==> config.mk <==
export PLATFORM = sky130hd
export DESIGN_NAME = addr_window_ilv
export DESIGN_NICKNAME = d
export VERILOG_FILES = /design/src/rtl/addr_ilv_pkg.sv /design/src/rtl/win_cfg_regs.sv /design/src/rtl/win_range_cmp.sv /design/src/rtl/ilv_bit_permute.sv /design/src/rtl/addr_window_ilv.sv
export SDC_FILE = /design/constraint.sdc
export NUM_CORES = 1
export LEC_CHECK = 0
export BUFFER_PORTS_ARGS = -buffer_cell sky130_fd_sc_hd__buf_4
export CORE_MARGIN = 8
export CORE_UTILIZATION = 55
export CTS_CLUSTER_SIZE = 8
export DETAILED_ROUTE_END_ITERATION = 10
export GPL_ROUTABILITY_DRIVEN = 1
export GPL_TIMING_DRIVEN = 0
export PLACE_DENSITY = 0.8
export SYNTH_ARGS = -nofsm -noshare
export SYNTH_HDL_FRONTEND = slang
export SYNTH_HIERARCHICAL = 1
export SYNTH_SLANG_ARGS = --single-unit
==> constraint.sdc <==
create_clock -name clk -period 1.6 [get_ports clk]
set_input_delay 0.16 -clock clk [delete_from_list [all_inputs] [get_ports clk]]
set_output_delay 0.16 -clock clk [all_outputs]
set_load 0.05 [all_outputs]
==> src/rtl/addr_ilv_pkg.sv <==
package addr_ilv_pkg;

    localparam int ADDR_W   = 24;
    localparam int WIN_W    = 8;
    localparam int MODE_W   = 3;
    localparam int SEL_W    = 2;
    localparam int ILV_BASE = 6;
    localparam int WIN_LSB  = ADDR_W - WIN_W;

    typedef enum logic [MODE_W-1:0] {
        ILV_NONE   = 3'b000,
        ILV_B6     = 3'b001,
        ILV_B7     = 3'b010,
        ILV_B76    = 3'b011,
        ILV_RSVD   = 3'b100,
        ILV_B86    = 3'b101,
        ILV_B87    = 3'b110,
        ILV_B876   = 3'b111
    } ilv_mode_e;

    typedef enum logic [SEL_W-1:0] {
        CSEL_LOW  = 2'd0,
        CSEL_HIGH = 2'd1,
        CSEL_MODE = 2'd2,
        CSEL_NONE = 2'd3
    } cfg_sel_e;

    typedef struct packed {
        logic [WIN_W-1:0] low;
        logic [WIN_W-1:0] high;
        ilv_mode_e        mode;
    } win_cfg_t;

    typedef struct packed {
        logic              valid;
        logic [ADDR_W-1:0] addr;
        logic              hit;
        logic              miss;
        logic              bad_mode;
    } win_result_t;

    // True when address bit idx is lifted to the top under mode m
    function automatic logic bit_lifted(input int idx, input logic [MODE_W-1:0] m);
        logic [MODE_W-1:0] sh;
        if (idx < ILV_BASE || idx >= ILV_BASE + MODE_W)
            return 1'b0;
        sh = m >> (idx - ILV_BASE);
        return sh[0];
    endfunction

    // Lifted bits go to the top (high to low), the rest follow in order
    function automatic logic [ADDR_W-1:0] ilv_reorder(input logic [ADDR_W-1:0] a,
                                                      input logic [MODE_W-1:0] m);
        logic [ADDR_W-1:0] r;
        int pos;
        r   = '0;
        pos = ADDR_W - 1;
        for (int i = ADDR_W - 1; i >= 0; i--) begin
            if (bit_lifted(i, m)) begin
                r[pos] = a[i];
                pos    = pos - 1;
            end
        end
        for (int i = ADDR_W - 1; i >= 0; i--) begin
            if (!bit_lifted(i, m)) begin
                r[pos] = a[i];
                pos    = pos - 1;
            end
        end
        return r;
    endfunction

endpackage

==> src/rtl/win_cfg_regs.sv <==
module win_cfg_regs
    import addr_ilv_pkg::*;
(
    input  logic             clk,
    input  logic             rst,
    input  logic             we,
    input  logic [SEL_W-1:0] sel,
    input  logic [WIN_W-1:0] wdata,
    output win_cfg_t         cfg
);
    win_cfg_t cfg_q;

    always_ff @(posedge clk) begin
        if (rst) begin
            cfg_q.low  <= '0;
            cfg_q.high <= '0;
            cfg_q.mode <= ILV_NONE;
        end else if (we) begin
            case (cfg_sel_e'(sel))
                CSEL_LOW:  cfg_q.low  <= wdata;
                CSEL_HIGH: cfg_q.high <= wdata;
                CSEL_MODE: cfg_q.mode <= ilv_mode_e'(wdata[MODE_W-1:0]);
                default:   ;
            endcase
        end
    end

    assign cfg = cfg_q;
endmodule

==> src/rtl/win_range_cmp.sv <==
module win_range_cmp
    import addr_ilv_pkg::*;
(
    input  logic [WIN_W-1:0] upper,
    input  logic [WIN_W-1:0] low,
    input  logic [WIN_W-1:0] high,
    output logic             hit
);
    logic above_low;
    logic below_high;

    always_comb begin
        above_low  = (upper >= low);
        below_high = (upper <= high);
        hit        = above_low && below_high;
    end
endmodule

==> src/rtl/ilv_bit_permute.sv <==
module ilv_bit_permute
    import addr_ilv_pkg::*;
(
    input  logic [ADDR_W-1:0] addr_in,
    input  ilv_mode_e         mode,
    output logic [ADDR_W-1:0] addr_out,
    output logic              reserved
);
    logic [ADDR_W-1:0] perm [2**MODE_W];

    for (genvar m = 0; m < 2**MODE_W; m++) begin : g_mode
        if (m == int'(ILV_RSVD)) begin : g_rsvd
            assign perm[m] = addr_in;
        end else begin : g_legal
            assign perm[m] = ilv_reorder(addr_in, MODE_W'(m));
        end
    end

    assign addr_out = perm[mode];
    assign reserved = (mode == ILV_RSVD);
endmodule

==> src/rtl/addr_window_ilv.sv <==
module addr_window_ilv
    import addr_ilv_pkg::*;
(
    input  logic              clk,
    input  logic              rst,
    input  logic              cfg_we,
    input  logic [SEL_W-1:0]  cfg_sel,
    input  logic [WIN_W-1:0]  cfg_wdata,
    input  logic              in_valid,
    input  logic [ADDR_W-1:0] in_addr,
    output logic              out_valid,
    output logic [ADDR_W-1:0] out_addr,
    output logic              out_hit,
    output logic              out_miss,
    output logic              out_bad_mode
);
    win_cfg_t          cfg;
    logic              win_hit;
    logic [ADDR_W-1:0] perm_addr;
    logic              perm_rsvd;
    win_result_t       res_q;

    win_cfg_regs u_cfg (
        .clk   (clk),
        .rst   (rst),
        .we    (cfg_we),
        .sel   (cfg_sel),
        .wdata (cfg_wdata),
        .cfg   (cfg)
    );

    win_range_cmp u_cmp (
        .upper (in_addr[ADDR_W-1:WIN_LSB]),
        .low   (cfg.low),
        .high  (cfg.high),
        .hit   (win_hit)
    );

    ilv_bit_permute u_perm (
        .addr_in  (in_addr),
        .mode     (cfg.mode),
        .addr_out (perm_addr),
        .reserved (perm_rsvd)
    );

    always_ff @(posedge clk) begin
        if (rst) begin
            res_q <= '0;
        end else begin
            res_q.valid <= in_valid;
            if (in_valid) begin
                res_q.addr     <= perm_addr;
                res_q.hit      <= win_hit;
                res_q.miss     <= !win_hit;
                res_q.bad_mode <= perm_rsvd;
            end else begin
                res_q.hit      <= 1'b0;
                res_q.miss     <= 1'b0;
                res_q.bad_mode <= 1'b0;
            end
        end
    end

    assign out_valid    = res_q.valid;
    assign out_addr     = res_q.addr;
    assign out_hit      = res_q.hit;
    assign out_miss     = res_q.miss;
    assign out_bad_mode = res_q.bad_mode;
endmodule

==> impl_metrics.ini, run 1 <==
[logic_synthesis]
synthCells = 337
async_flop_share_pct = 0
synthXorXnorAreaFrac_pct = 0.280
synthSimpleGateAreaFrac_pct = 17.2
synthMuxAreaShare_pct = 27.5
synth_seq_cells = 47
avgSynthCellArea_sq_um = 9.28
yosysWarnings = 6
synth_edf_count = 0
synth_compound_area_share_pct = 8.92
yosysSeqAreaShare_pct = 30.1
syn_nets = 391
synth_flop_cell = dfxtp_1
synthAdderAreaFrac_pct = 6.40
yosysUniqueCellTypes = 39
synth_top_family_by_area = multiplexers
syn-cell-area_sq_um = 3130

[place]
portBuffers = 58
place.gp.congestion = 0.841
dp_slack_ps = -48.0
dp.final_hpwl_mm = 5.73

[floorplanning]
ioPinCount = 66
start_util_pct = 56.8
die_x_microns = 91.4
num_rows = 27
core_sq_um = 5510
die_area_sq_um = 8360
die_h_microns = 91.4

[worst_setup_path]
r2r_end = out_hit
rrSetupSlack_ps = 3
worstRegToRegCells = 7
arrival_ps = 1840
r2r_start = u_cfg/cfg[8]
cp.required_ps = 1850
critPathLaunchType = register
path_class = reg -> reg
cp-end-kind = register
worst-path-max-fanout = 2

[global_route]
grt_util_all_layers_pct = 17.3
grt_pass1_wl_mm = 12.3
antenna_found_initial = 0
grt_pass1_vias = 2613
grt_max_degree = 15
grt_remaining_overflow = 0

[timing]
setup_slack_ps = 2.84
tightest_slew_ps = 457
grt_setup_unrepaired = true
finalHoldViolations = 0
finalCritPeriodShare_pct = 99.8
finalClockSkew_ps = 3.47
finalSetupViolations = 0
fin_crit_ps = 1600
slew_viol_final = 0
slew_headroom_pct = 69.6
holdWs_ps = 90.3
finalSetupTns_ps = 0
fmax_mhz = 626

[routing]
routed_via_density = 5.57
drt_pass1_iterations = 5
drc = 0
final_antenna_net_count = 0
drt-total-wl_mm = 7.84
post_drt_wl_per_cell_microns = 16.5
via_count = 2648
first_iter_violations = 210

[final_layout]
nNetsFinal = 457
regArea_sq_um = 952
finalCoreUtilization_pct = 71.3
fillerInstances = 414
multiInputGateArea_sq_um = 2000
drive_gt1_share_pct = 33.7
area_growth_pct = 25.6
num_antenna_cells = 0

[power]
intPower_uw = 2070
power_frac_seq_pct = 42.4
switching_share_pct = 31.0
vdd_ir_drop_max_mv = 0.464
p_per_area_nw_per_um2 = 763
p_sw_uw = 930
p_comb_share_pct = 28.8
power_uw = 3000
p_leak_uw = 0.00176
clockPowerShare_pct = 28.8

[worst_hold_path]
hp-start = in_addr[1]
hold_depth = 3
hold_class = in -> reg
worstHoldEndpoint = out_addr[1]

[clock_tree]
cts-htree-levels = 2
clk_pin_slew_ps = 90
cts-root-buf = clkbuf_8
clockBufferDepth = 2
cts_tree = yes
ctsHoldBuffers = 0
cts_buffers = 5
clock_sinks = 47
worstSkewPairLatency_ps = 300

[flow_run]
maxCapViolCount = 0

[run_status]
outcome = finished, final reports clean
critical path: stages (launching register included):
cell	delay, ps
dfxtp_2	340
inv_1	60
ha_4	290
nand4_4	120
nor3_4	240
nor2_2	80
a211oi_2	250
and2_1	160
metrics by stage:
stage	cells	area, sq um
6_report	475	3930
5_1_grt	475	3930
4_1_cts	473	3760
3_5_place_dp	467	3650
3_3_place_gp	467	3650
2_1_floorplan	337	3130
worst max-delay path by stage:
| stage | startpoint | to | slack [ps] | depth (start not counted) |
|---|---|---|---|---|
| finish | u_cfg/cfg[8] | out_hit | 3 | 7 |
| global route | u_cfg/cfg[18] | out_hit | -80 | 7 |
| CTS | u_cfg/cfg[1] | out_addr[17] | 1 | 7 |
| detailed placement | u_cfg/cfg[1] | out_addr[17] | -50 | 6 |
| global placement | u_cfg/cfg[1] | out_addr[17] | 6 | 6 |
| floorplan | u_cfg/cfg[1] | out_addr[18] | 110 | 5 |
final cells by class:
| cell class | instances | share of cell area, % |
|---|---|---|
| plain buffers | 26 | 5.64 |
| clock buffers | 5 | 1.75 |
| clock inverters | 2 | 0.955 |
| inverters | 21 | 2.01 |
| multi-input cells | 241 | 51.0 |
| flip-flops and latches | 47 | 24.2 |
| well taps | 72 | 2.29 |
| repair buffers | 61 | 12.1 |
placed cells by master (no fill, tap or decap), types with 4 or more instances in the layout:
master    instances
buf_6             4
clkbuf_4          4
mux2i_2           4
nor2_1           41
a21oi_1          13
inv_1            20
clkbuf_1          5
dfxtp_2           6
ha_4              4
a211o_1           9
nand2b_1         28
buf_4            67
dfxtp_1          40
mux2_2           11
mux4_2            4
ha_1             12
nand2_1           5
o21ai_0          13
mux2i_1          59
clkbuf_8          5
power groups by stage:
stage                     clock, uW  combinational (uW)  sequential [uW]
after global routing            943                 923             1280
after CTS                       884                 808             1270
after floorplan                   0                 397             1450
final                           864                 863             1270
after global placement            0                 786             1290
after detailed placement          0                 804             1300
state kept, by name, summed over array words and instances, names as in the netlist:
| register | count |
|---|---|
| out_addr | 24 |
| out_valid | 1 |
| u_cfg/cfg | 19 |
| out_hit | 1 |
| out_miss | 1 |
| out_bad_mode | 1 |
cells in the mapped netlist (2+ instances only):
cell | instances | area share (%)
mux2i_1 | 63 | 20
dfxtp_1 | 47 | 30
nor2_1 | 45 | 5.4
nand2b_1 | 28 | 5.6
inv_1 | 21 | 2.5
ha_1 | 16 | 6.4
o21ai_0 | 15 | 2.4
a21oi_1 | 13 | 2.1
mux2_2 | 11 | 4.0
a211o_1 | 9 | 2.5
buf_2 | 8 | 1.3
buf_4 | 8 | 1.9
nand2_1 | 6 | 0.72
clkbuf_1 | 5 | 0.60
buf_6 | 4 | 1.4
mux4_2 | 4 | 2.9
nor2b_1 | 4 | 0.80
and2_1 | 3 | 0.60
buf_12 | 3 | 1.9
nand3b_1 | 3 | 0.72
a21o_1 | 2 | 0.48
or3_1 | 2 | 0.40
layer usage:
| metal | part of all wire, % | vias to the layer above | track usage (%) |
|---|---|---|---|
| met4 | 1.9 | 0 | 5.18 |
| li1 | - | 1278 | - |
| met5 | 0 | - | 0 |
| met1 | 43 | 1249 | 20.0 |
| met2 | 49 | 106 | 30.2 |
| met3 | 5.8 | 15 | 4.94 |
logic make-up (layout without fill, tap and decap cells):
family	after synthesis	after routing
muxes	79	79
xor gates and xnor gates	1	1
buffers and inverters	49	115
adders and majority gates	16	16
DFF	47	47
and+or+nand+nor	101	101
AOI/OAI and AO/OA	44	44
timing repair:
item	CTS	global route
cloned	0	1
endpoints found under the setup margin	7	18
pin swaps	1	6
buffers inserted	0	2
resized for setup	3	36
endpoints found under the hold margin	0	0
No activity file was read; power rests on OpenSTA's default activity.
==> inputs of run 2 (changes only) <==
Settings changed: CORE_ASPECT_RATIO set to 1.4.
==> run 2 against run 1 <==
Effect of this change:
- worst setup slack better by 37 ps
- first-iteration DRC count is 23% lower
- worst hold slack worse by 8.2 ps
- clock skew is 5.9 ps higher
- flip-flop and latch count stayed put
- cell count is 0.42% lower
==> impl_metrics.ini, run 2 (synthesis gave the netlist of run 1 again) <==
[worst_setup_path]
r2r_start = u_cfg/cfg[1]
worst-path-max-fanout = 7
crit_end = out_addr[19]
rrSetupSlack_ps = 40
cp-end-kind = register
cp_slowest_cell = mux4_2
cp.required_ps = 1790
startpoint = u_cfg/cfg[1]
cp.buffers_inverters = 1
r2r_end = out_addr[19]
path_cells = buf_6 > mux2_4 > mux4_2 > mux2i_1 > nor2_1
arrival_ps = 1750
path_class = reg -> reg
cp_num_cells = 5
critPathLaunchType = register
worstRegToRegCells = 5
cpPeakStageDelay_ps = 470
critPathTopFamily = multiplexers

[floorplanning]
ioPinCount = 66
start_util_pct = 57.0
die_x_microns = 79.7
num_rows = 32
die_area_sq_um = 8390
core_sq_um = 5490
die_h_microns = 105

[final_layout]
num_antenna_cells = 0
area_growth_pct = 25.1
finalNonFillerCells = 473
largest_reg_flops = 24
final_cell_mix = 70 x buf_4, 61 x mux2i_1, 42 x nor2_1
final_common_cell = buf_4
drive_gt1_share_pct = 34.1
nNetsFinal = 458

[clock_tree]
clock_sinks = 47
worstSkewPairLatency_ps = 310
cts-htree-levels = 2
clk_pin_slew_ps = 90
cts_tree = yes
cts_buffers = 5
ctsHoldBuffers = 0
cts-root-buf = clkbuf_8
clockBufferDepth = 2

[worst_hold_path]
hold_class = in -> reg

[global_route]
grt_util_all_layers_pct = 17.2
grt_pass1_vias = 2539
grt_remaining_overflow = 0
antenna_found_initial = 0
grt_max_degree = 16
grt_pass1_wl_mm = 11.8

[timing]
slew_viol_final = 0
fin_crit_ps = 1560
finalSetupTns_ps = 0
finalClockSkew_ps = 9.39
finalSetupViolations = 0
tightest_slew_ps = 415
slew_headroom_pct = 72.3
finalHoldViolations = 0
finalCritPeriodShare_pct = 97.5
grt_setup_unrepaired = true
fmax_mhz = 641

[run_status]
outcome = finished, final reports clean

[place]
placed_cells = 463
portBuffers = 58
place.gp.congestion = 0.839
dp.final_hpwl_mm = 5.80

[routing]
post_drt_wl_per_cell_microns = 15.9
drt_pass1_iterations = 4
routed_via_density = 5.46
drc = 0
first_iter_violations = 162
drt-total-wl_mm = 7.53
final_antenna_net_count = 0
via_count = 2581

[flow_run]
maxCapViolCount = 0

[power]
p_leak_uw = 0.00177
p_per_area_nw_per_um2 = 768
vdd_ir_drop_max_mv = 0.643
## run 2: changes by cell type in the layout (fill, tap and decap cells not counted), sizes merged
cell / previous run / this run
clkinv: 0 / 2
clkbuf: 15 / 14
clkinvlp: 1 / 0
buf: 77 / 79
## run 2: worst min path at each step
stage	from	endpoint	cells after the start
final	in_addr[0]	out_addr[0]	3
after global routing	in_addr[0]	out_addr[0]	3
after CTS	in_addr[0]	out_addr[0]	3
after detailed placement	in_addr[0]	out_addr[0]	3
after global placement	in_addr[0]	out_addr[0]	3
after floorplan	cfg_wdata[3]	u_cfg/cfg[14]	2
## run 2: power breakdown
group | switching [uW] | total, uW | leakage (uW) | internal [uW]
registers | 34.5 | 1270 | 0.000389 | 1230
clock network | 418 | 884 | 0.0000581 | 466
logic | 478 | 852 | 0.00132 | 375
## run 2: through the flow
stage / power, uW / utilization, % / hold slack [ps] / instance area [sq um] / setup WS [ps]
after floorplan: 1850 / - / 336 / 3130 / 111
after global placement: 2080 / 66.5 / 398 / 3650 / 2.52
after detailed placement: 2100 / 66.5 / 404 / 3650 / -31.3
after CTS: 2980 / 68.6 / 77.6 / 3760 / 4.79
after global routing: 3130 / 71.3 / 82.7 / 3910 / -47.2
final: 3010 / 71.3 / 82.1 / 3910 / 39.7
## run 2: timing repair
| item | 4_1_cts | 5_1_grt |
|---|---|---|
| cloned | 0 | 0 |
| endpoints found under the setup margin | 13 | 19 |
| pin swaps | 2 | 11 |
| setup buffers | 0 | 3 |
| gates resized for setup | 6 | 34 |
## run 2: cell type report
cell class	count	area, sq um
buffer	27	236
tap	68	85.1
fill	442	1570
timing repair buffer	61	458
sequential	47	950
clock inverter	3	43.8
clock buffer	5	68.8
inverter	21	78.8
multi-input combinational	241	1990
## run 2: per-layer routing
metal | GRT usage [%] | up-vias | share of wire, %
met5 | 0 | - | 0
met4 | 5.87 | 0 | 1.9
met3 | 3.74 | 15 | 5.4
met2 | 31.7 | 80 | 54
met1 | 18.5 | 1201 | 39
li1 | - | 1285 | -
## run 2: worst register-to-register path, cell delays in order (launching register included)
cell     delay [ps]
dfxtp_2         340
buf_6           130
mux2_4          320
mux4_2          470
mux2i_1         140
nor2_1           50
==> inputs of run 3 (changes only) <==
Settings changed: BUFFER_PORTS_ARGS -buffer_cell sky130_fd_sc_hd__buf_4 to -buffer_cell sky130_fd_sc_hd__buf_2.
==> run 3 against run 2 <==
Effect of this change:
- worst hold slack improved by 8.1 ps
- sequential power barely moved
- first-iteration DRC count rose by 16%
- count of clock-buffer cells in the layout rose by 1
- die area did not move
- power fell by 0.83%
- flip-flop and latch count did not move
- clock power rose by 2%
- clock skew rose by 0.98 ps
- routed wire length rose by 2.5%
- critical path depth rose by 2
- via count rose by 1.9%
- critical endpoint is now out_hit
- largest power group unchanged
==> impl_metrics.ini, run 3 (synthesis gave the netlist of run 1 again) <==
[clock_tree]
cts-root-buf = clkbuf_8
clock_sinks = 47
cts-htree-levels = 2
clockBufferDepth = 2
ctsHoldBuffers = 0
cts_tree = yes
worstSkewPairLatency_ps = 300
cts_buffers = 5
clk_pin_slew_ps = 90

[worst_setup_path]
path_class = reg -> reg
cp_slowest_cell = dfxtp_1
r2r_end = out_hit
critPathTopFamily = simple AND/OR/NAND/NOR gates
worst-path-max-fanout = 2
arrival_ps = 1820
cp-end-kind = register
r2r_start = u_cfg/cfg[18]
worstRegToRegCells = 7
cpPeakStageDelay_ps = 340
rrSetupSlack_ps = 30
cp.buffers_inverters = 1
path_cells = inv_1 > ha_1 > nand2_1 > nor3_1 > a21oi_1 > a211oi_2 > and2_1
cp.required_ps = 1850
critPathLaunchType = register

[timing]
fin_crit_ps = 1570
fmax_mhz = 637
setup_slack_ps = 29.3
slew_headroom_pct = 71.9
finalCritPeriodShare_pct = 98.2
finalHoldViolations = 0
finalSetupViolations = 0
slew_viol_final = 0
finalClockSkew_ps = 10.4
tightest_slew_ps = 422

[global_route]
grt_remaining_overflow = 0
grt_pass1_vias = 2615
grt_max_degree = 15
grt_util_all_layers_pct = 17.3
grt_pass1_wl_mm = 11.9
antenna_found_initial = 0

[floorplanning]
ioPinCount = 66
start_util_pct = 57.0
num_rows = 32
die_area_sq_um = 8390
die_h_microns = 105
core_sq_um = 5490
die_x_microns = 79.7

[routing]
drt-total-wl_mm = 7.72
routed_via_density = 5.56
post_drt_wl_per_cell_microns = 16.3
drc = 0
via_count = 2631
first_iter_violations = 188
drt_pass1_iterations = 4
final_antenna_net_count = 0

[worst_hold_path]
worstHoldEndpoint = out_addr[1]
hp-start = in_addr[1]
hold_depth = 3
hold_class = in -> reg

[final_layout]
nNetsFinal = 458
largest_reg_flops = 24
area_growth_pct = 22.1
fin_area_sq_um = 3820
drive_gt1_share_pct = 34.6
final_cell_mix = 60 x mux2i_1, 60 x buf_2, 41 x nor2_1
finalNonFillerCells = 473
num_antenna_cells = 0

[place]
place.gp.congestion = 0.856
placed_cells = 463
dp.final_hpwl_mm = 5.66
portBuffers = 58
dp_slack_ps = -39.8
post_dp_cell_area_sq_um = 3500

[power]
p_leak_uw = 0.00175
p_per_area_nw_per_um2 = 780
vdd_ir_drop_max_mv = 0.618
power_uw = 2980

[flow_run]
maxCapViolCount = 0

[run_status]
outcome = finished, final reports clean
==> run 3: changes by cell type in the layout (fill, tap and decap cells not counted), moves of 2 or more <==
| cell | before | now |
|---|---|---|
| buf_4 | 70 | 10 |
| buf_2 | 2 | 60 |
| a21oi_1 | 13 | 11 |
| a21oi_2 | 0 | 2 |
| inv_1 | 17 | 19 |
| inv_2 | 4 | 2 |
| nor2b_1 | 4 | 2 |
==> run 3: final cells by class <==
| class | instances | area (sq um) |
|---|---|---|
| Multi-Input combinational cell | 241 | 2010 |
| Fill cell | 422 | 1670 |
| Sequential cell | 47 | 952 |
| Timing Repair Buffer | 62 | 342 |
| Buffer | 26 | 234 |
| Tap cell | 68 | 85.1 |
| Clock buffer | 6 | 82.6 |
| Inverter | 21 | 78.8 |
| Clock inverter | 2 | 35.0 |
==> run 3: metrics by stage <==
| step | utilization, % | TNS [ps] | hold WS [ps] |
|---|---|---|---|
| after floorplan | - | 0 | 336 |
| after global placement | 63.9 | -6.65 | 398 |
| after detailed placement | 63.9 | -134 | 409 |
| after CTS | 66.2 | 0 | 88.1 |
| after global routing | 69.6 | -44.5 | 97.1 |
| final | 69.6 | 0 | 90.3 |
==> run 3: report_power, final <==
group | internal (uW) | total [uW] | switching, uW
clock | 506 | 898 | 393
combinational | 332 | 816 | 483
sequential | 1230 | 1270 | 33.8
total | 2070 | 2980 | 910
==> run 3: worst max path at each step <==
stage / start / to / depth (start not counted)
after global placement: u_cfg/cfg[2] / out_addr[18] / 6
after global routing: u_cfg/cfg[5] / out_hit / 7
after detailed placement: u_cfg/cfg[2] / out_addr[7] / 7
after CTS: u_cfg/cfg[0] / out_addr[20] / 7
final: u_cfg/cfg[18] / out_hit / 7
after floorplan: u_cfg/cfg[1] / out_addr[18] / 5
==> run 3: repair_timing <==
action | in CTS | in global routing
buffers inserted | 0 | 3
hold endpoints to repair | 0 | 0
gates cloned | 0 | 1
pin swaps | 2 | 9
gates resized for setup | 7 | 41
setup endpoints to repair | 11 | 17
==> run 3: worst reg2reg max path, delay by kind of cell (launching register included) <==
family                     cells  cell delay [ps]
buffers and inverters          1               60
AOI/OAI and AO/OA              2              330
DFF                            1              340
and+or+nand+nor                3              480
adders and majority gates      1              300
==> run 3: routing by layer <==
| metal | global-route usage, % | part of all wire [%] | vias to the layer above |
|---|---|---|---|
| met5 | 0 | 0 | - |
| met4 | 6.14 | 1.8 | 0 |
| met3 | 3.83 | 5.1 | 10 |
| met2 | 31.0 | 53 | 79 |
| met1 | 19.1 | 40 | 1256 |
| li1 | - | - | 1286 |
